<file path="config.mk">
export PLATFORM = sky130hd
export DESIGN_NAME = lock_settle_judge
export DESIGN_NICKNAME = d
export VERILOG_FILES = /design/src/rtl/lock_settle_judge.sv
export SDC_FILE = /design/constraint.sdc
export NUM_CORES = 1
export LEC_CHECK = 0
export CELL_PAD_IN_SITES_DETAIL_PLACEMENT = 0
export CELL_PAD_IN_SITES_GLOBAL_PLACEMENT = 1
export CORE_MARGIN = 2
export CORE_UTILIZATION = 25
export DETAILED_ROUTE_END_ITERATION = 7
export PLACE_DENSITY_LB_ADDON = 0.1
export SLEW_MARGIN = 25
export SYNTH_ARGS = -nofsm -noshare
export SYNTH_HDL_FRONTEND = slang
export SYNTH_SLANG_ARGS = --single-unit
</file>
<file path="constraint.sdc">
create_clock -name clk -period 1.3 [get_ports clk]
set_input_delay 0.26 -clock clk [delete_from_list [all_inputs] [get_ports clk]]
set_output_delay 0.26 -clock clk [all_outputs]
set_load 0.01 [all_outputs]
</file>
<file path="src/rtl/lock_settle_judge.sv">
module lock_settle_judge #(
  parameter int WAIT_CYCLES = 8,
  parameter int MAX_SAMPLES = 20,
  parameter int RUN_LEN     = 3
) (
  input  logic       clk,
  input  logic       rst_n,
  input  logic       start_i,
  input  logic       lane_odd_i,
  input  logic [1:0] lock_rdy_i,
  output logic       done_o,
  output logic       ok_o,
  output logic       timeout_o
);
  localparam int WW = $clog2(WAIT_CYCLES + 1);
  localparam int SW = $clog2(MAX_SAMPLES + 1);
  localparam int RW = $clog2(RUN_LEN + 1);

  logic          busy_q, odd_q, done_q, ok_q, to_q;
  logic [WW-1:0] wait_q;
  logic [SW-1:0] smp_q;
  logic [RW-1:0] run_q;

  logic tick, sel_rdy, hit, last;

  assign tick    = busy_q && (wait_q == '0);
  assign sel_rdy = lock_rdy_i[odd_q];
  assign hit     = sel_rdy && (run_q == RW'(RUN_LEN - 1));
  assign last    = smp_q == SW'(MAX_SAMPLES - 1);

  always_ff @(posedge clk) begin
    if (!rst_n) begin
      busy_q <= 1'b0;
      odd_q  <= 1'b0;
      wait_q <= '0;
      smp_q  <= '0;
      run_q  <= '0;
      done_q <= 1'b0;
      ok_q   <= 1'b0;
      to_q   <= 1'b0;
    end else if (start_i) begin
      busy_q <= 1'b1;
      odd_q  <= lane_odd_i;
      wait_q <= WW'(WAIT_CYCLES - 1);
      smp_q  <= '0;
      run_q  <= '0;
      done_q <= 1'b0;
      ok_q   <= 1'b0;
      to_q   <= 1'b0;
    end else if (tick) begin
      wait_q <= WW'(WAIT_CYCLES - 1);
      smp_q  <= smp_q + 1'b1;
      run_q  <= sel_rdy ? run_q + 1'b1 : '0;
      if (hit) begin
        busy_q <= 1'b0;
        done_q <= 1'b1;
        ok_q   <= 1'b1;
      end else if (last) begin
        busy_q <= 1'b0;
        done_q <= 1'b1;
        to_q   <= 1'b1;
      end
    end else if (busy_q) begin
      wait_q <= wait_q - 1'b1;
    end
  end

  assign done_o    = done_q;
  assign ok_o      = ok_q;
  assign timeout_o = to_q;
endmodule

</file>
## Yosys cells after proc, flatten, opt, wreduce, memory -nomap -nowiden

Index checks and enable logic that the tools add are counted.

- Add/subtract/negate cells: 3
- Order comparisons: 1
- Equal/unequal tests: 2
- Muxes and demuxes: 12
- Bitwise gates (word level): 2
- Reductions and logical operators: 13

Operator list:

| operator | number |
|---|---|
| two-way mux 3 bit | 3 |
| two-way mux 1 bit | 8 |
| AND reduction 2 bit | 3 |
| nonzero test 3 bit | 2 |
| adder 5 x 1 -> 5 bit, second input constant | 1 |
| == test 5 bit, second input constant | 1 |
| zero test 4 bit | 1 |
| nonzero test 2 bit | 2 |
| subtractor 4 x 1 -> 4 bit, second input constant | 1 |
| AND reduction 3 bit | 1 |
| OR reduction 3 bit | 1 |
| adder 2 x 1 -> 2 bit, second input constant | 1 |
| == test 2 bit, second input constant | 1 |
| logical AND 1 bit | 2 |
| < comparator 1 x 2 -> 1 bit, second input constant | 1 |
| two-way mux 2 bit | 1 |
| inverter 1 bit | 2 |
| OR reduction 2 bit | 1 |

- Register bits: 16
- Input port bits: 6
- Output and inout port bits: 3
- Word-level logic and storage cells: 42

## Depth between registers and ports, before layout

- Depth in word-level cells: 6
- Mapped depth: 6
- Depth with buffers taken out: 5

## Least setup slack after synthesis

No wires, ideal clock.

- Kind: reg-to-reg
- Start: register wait_q[0]
- End: register smp_q[3]
- Arrival: 1226 ps
- Required time: 1229 ps
- Path slack: 3 ps
- Cell stages (with the launch flop): 7
- Period minus slack after synthesis: 1297 ps
- Path through: dfxtp_1 > inv_1 > ha_1 > nand4bb_1 > buf_2 > or3_1 > a21oi_1

- Cells in the longest elaborated chain, start to end: 2

Ends and longest elaborated chain:

| what | line | source |
|---|---|---|
| start, declared | 20 | `logic [WW-1:0] wait_q;` |
| start signal, assigned | 44 | `wait_q <= WW'(WAIT_CYCLES - 1);` |
| start signal, assigned | 51 | `wait_q <= WW'(WAIT_CYCLES - 1);` |
| start signal, assigned | 64 | `wait_q <= wait_q - 1'b1;` |
| zero test 4 bit | 26 | `assign tick = busy_q && (wait_q == '0);` |
| logical AND 1 bit | 26 |  |
| end signal, assigned | 52 | `smp_q <= smp_q + 1'b1;` |
| end, declared | 21 | `logic [SW-1:0] smp_q;` |

No other way between the ends.
A chain may end at the register's enable or synchronous reset.

## Worst setup path in the final report

- Start: register smp_q[0]
- End: register busy_q

- Cells in the longest elaborated chain, start to end: 3

Ends and longest elaborated chain:

| what | line | source |
|---|---|---|
| == test 5 bit | 29 | `assign last = smp_q == SW'(MAX_SAMPLES - 1);` |
| nonzero test 3 bit (no line) | n/a |  |
| AND reduction 2 bit (no line) | n/a |  |
| end signal, assigned | 33 | `busy_q <= 1'b0;` |
| end signal, assigned | 42 | `busy_q <= 1'b1;` |
| end signal, assigned | 55 | `busy_q <= 1'b0;` |
| end, declared | 19 | `logic busy_q, odd_q, done_q, ok_q, to_q;` |

No other way between the ends.

==> metrics <==
status completed; Worst VDD drop 0.000426 V; # DRC 0; detailed placement HPWL 1200 µm; path type of the worst min-delay path flop to flop; Setup CP Type flop to flop; die area 3370 µm²; Async SR Flop Fraction 0%; Ant. Diodes 0; area of the multi-input gates between 400 and 500 µm²; H-tree levels 1; P_leak 0.387 nW; non-filler cells, final between 100 and 150; Reg clk slew, reported paths about 0.090 ns; Ys Warns 0; skew final about 0.0013 ns; flops & latches, synth 16; worst rel slew slack 79.2%; row count 19; Syn Inst Count 80; clock root buffer clkbuf_4; Final period util 97.4%; GP Congestion around 0.65; crit-path max cell delay roughly 0.36 ns; final wirelength roughly 1600 µm; initial antenna violation count 0; Final nets between 100 and 150; unrepaired setup endpoints after global routing yes; CTS tree done; Hold Violations, Final 0; final setup vio count 0; DP Cell Count 132; first-pass GRT wire length roughly 2800 µm; top post-synthesis cells by area dfxtp_1, ha_1, a21oi_1, xnor2_1, nand2_1; cell accounting for the most synthesized area dfxtp_1; Total Routing Usage GR between 10 and 15%; vias in the first global route 617; DP Worst Slack -0.110 ns; port bufs 8; CP cell instances ha_4, and4bb_2, nor2_1, a221o_1; Final ANT Viol Nets 0; Syn Area/Cell approximately 9.1 µm²; IO Pins 9; final setup margin about 0.033 ns; Die H between 50 and 60 µm; top-count cell post-synth dfxtp_1; Req. time, crit path 1.48 ns; FF+latch area 325 µm²; highest-delay cell along the critical path dfxtp_2; largest net degree at the start of global routing 9; area growth from synthesis to layout 43.2%; max-cap violations 0; worst-path maximum fanout 3; CTS Buffer Depth 2; crit end category flop; Starting Density between 20% and 30%; Main synth FF type dfxtp_1; Vias per Instance around 4.7; grt ovf 0; Worst Max-Slew Pin Slew between 0.3 and 0.4 ns; hold_buf cts 0; Slew Viols, Final 0; post-DR wirelength/cell 11.5 µm; Via Count roughly 630; fraction of layout cells with a size suffix above 1 between 30% and 40%; DR pass1 iterations 4; Die Wd 58.1 µm; total CTS buffers 3; Post-Syn Area around 730 µm²; initial drt markers 17; unique cell type count in the Yosys netlist 28; area of the core between 2000 and 3000 µm²; minimum clock period 1.27 ns; Worst Path Arrival ~1.4 ns; FILL cells roughly 290; Synth top cells by count dfxtp_1, a21oi_1, nand2_1, nor2_1, inv_1; register area share after synthesis between 40% and 50%; syn_nets 89; f_max slightly below 800 MHz; number of flops mapped to enable cells by yosys 0; Clock Sinks 16; launching element type of the critical path flop; Clock Latency Late Sink 0.28 ns; post-synth top area share 43.8%; Pwr per Cell Area slightly below 1000 nW/µm²; Setup Fix Bufs, Post-CTS 0
registers in the layout (all words and copies together) (netlist names):
register	count
run_q	2
done_o	1
wait_q	4
busy_q	1
timeout_o	1
ok_o	1
odd_q	1
smp_q	5
report_power, final:
part	internal [mW]	switching, mW	total [mW]
registers	0.515	0.0201	0.535
logic	0.136	0.0971	0.233
clock network	0.107	0.150	0.257
cell usage in the layout, fill, tap and decap left out, types with 2 or more instances in the layout:
cell             Yosys  final
nand3_1              4      3
o21ai_1              0      2
clkdlybuf4s50_1      0      5
a21oi_1              7      5
dlygate4sd2_1        0      3
ha_4                 0      2
dfxtp_1             16     12
o31ai_1              2      2
xnor2_1              3      3
o21ai_0              4      2
o21a_1               3      3
nor2_1               6      6
dfxtp_2              0      4
nand2_1              6      6
nor2b_1              2      2
inv_1                5      3
a21oi_2              0      2
or3_1                3      2
clkbuf_4             0      3
buf_4                1     16
inv_2                0      2
metal layers:
metal	wire length [µm]	track usage [%]
met1	804	15.0
met2	697	16.9
met3	33	2.01
met4	16	5.98
met5	0	0
kinds of logic (layout without fill, tap and decap cells):
kind of cell	count (synthesis)	after routing	synth area share [%]
muxes	2	2	2.91
adders and majority gates	3	3	5.14
buffers and inverters	9	33	5.48
AOI/OAI and AO/OA	19	19	16.1
DFF	16	16	43.8
xor gates and xnor gates	4	4	4.80
and+or+nand+nor	27	27	21.7
final cells by class:
cell class / instances / area share (%)
Clock buffer: 3 / 2.15
Inverter: 5 / 1.79
Multi-Input combinational cell: 55 / 41.4
Sequential cell: 16 / 31.1
Tap cell: 31 / 3.71
Timing Repair Buffer: 25 / 19.9
worst paths after layout:
kind	startpoint	to	slack, ns	cells past startpoint
max	smp_q[0]$_SDFFE_PP0P_	busy_q$_SDFFE_PN0P_	0.03	4
min	run_q[0]$_SDFFE_PP0P_	run_q[0]$_SDFFE_PP0P_	0.48	1
max reg2reg	smp_q[0]$_SDFFE_PP0P_	busy_q$_SDFFE_PN0P_	0.03	4
min reg2reg	run_q[0]$_SDFFE_PP0P_	run_q[0]$_SDFFE_PP0P_	0.48	1
worst max-delay path: cells and delay by family (launching register included):
| kind | cells | cell delay, ns |
|---|---|---|
| simple gates | 2 | 0.36 |
| fa+ha+maj | 1 | 0.14 |
| flops | 1 | 0.36 |
| compound gates | 1 | 0.30 |
per-stage QoR:
step / setup TNS [ns] / power [mW] / area (µm²) / hold WS, ns / util, %
final: 0 / 1.02 / 1050 / 0.477 / 37.9
after global routing: -0.0196 / 1.09 / 1050 / 0.505 / 37.9
after CTS: 0 / 1.04 / 1010 / 0.478 / 36.8
after detailed placement: -0.682 / 0.743 / 956 / 0.460 / 34.7
after global placement: -0.772 / 0.744 / 956 / 0.457 / 34.7
after floorplan: 0 / 0.657 / 731 / 0.377 / -
what timing repair did:
action	4_1_cts	5_1_grt
pin swaps	3	4
endpoints found under the hold margin	0	0
gates resized for setup	12	11
endpoints found under the setup margin	13	9
Note: power is estimated with default switching activity, not from simulation.
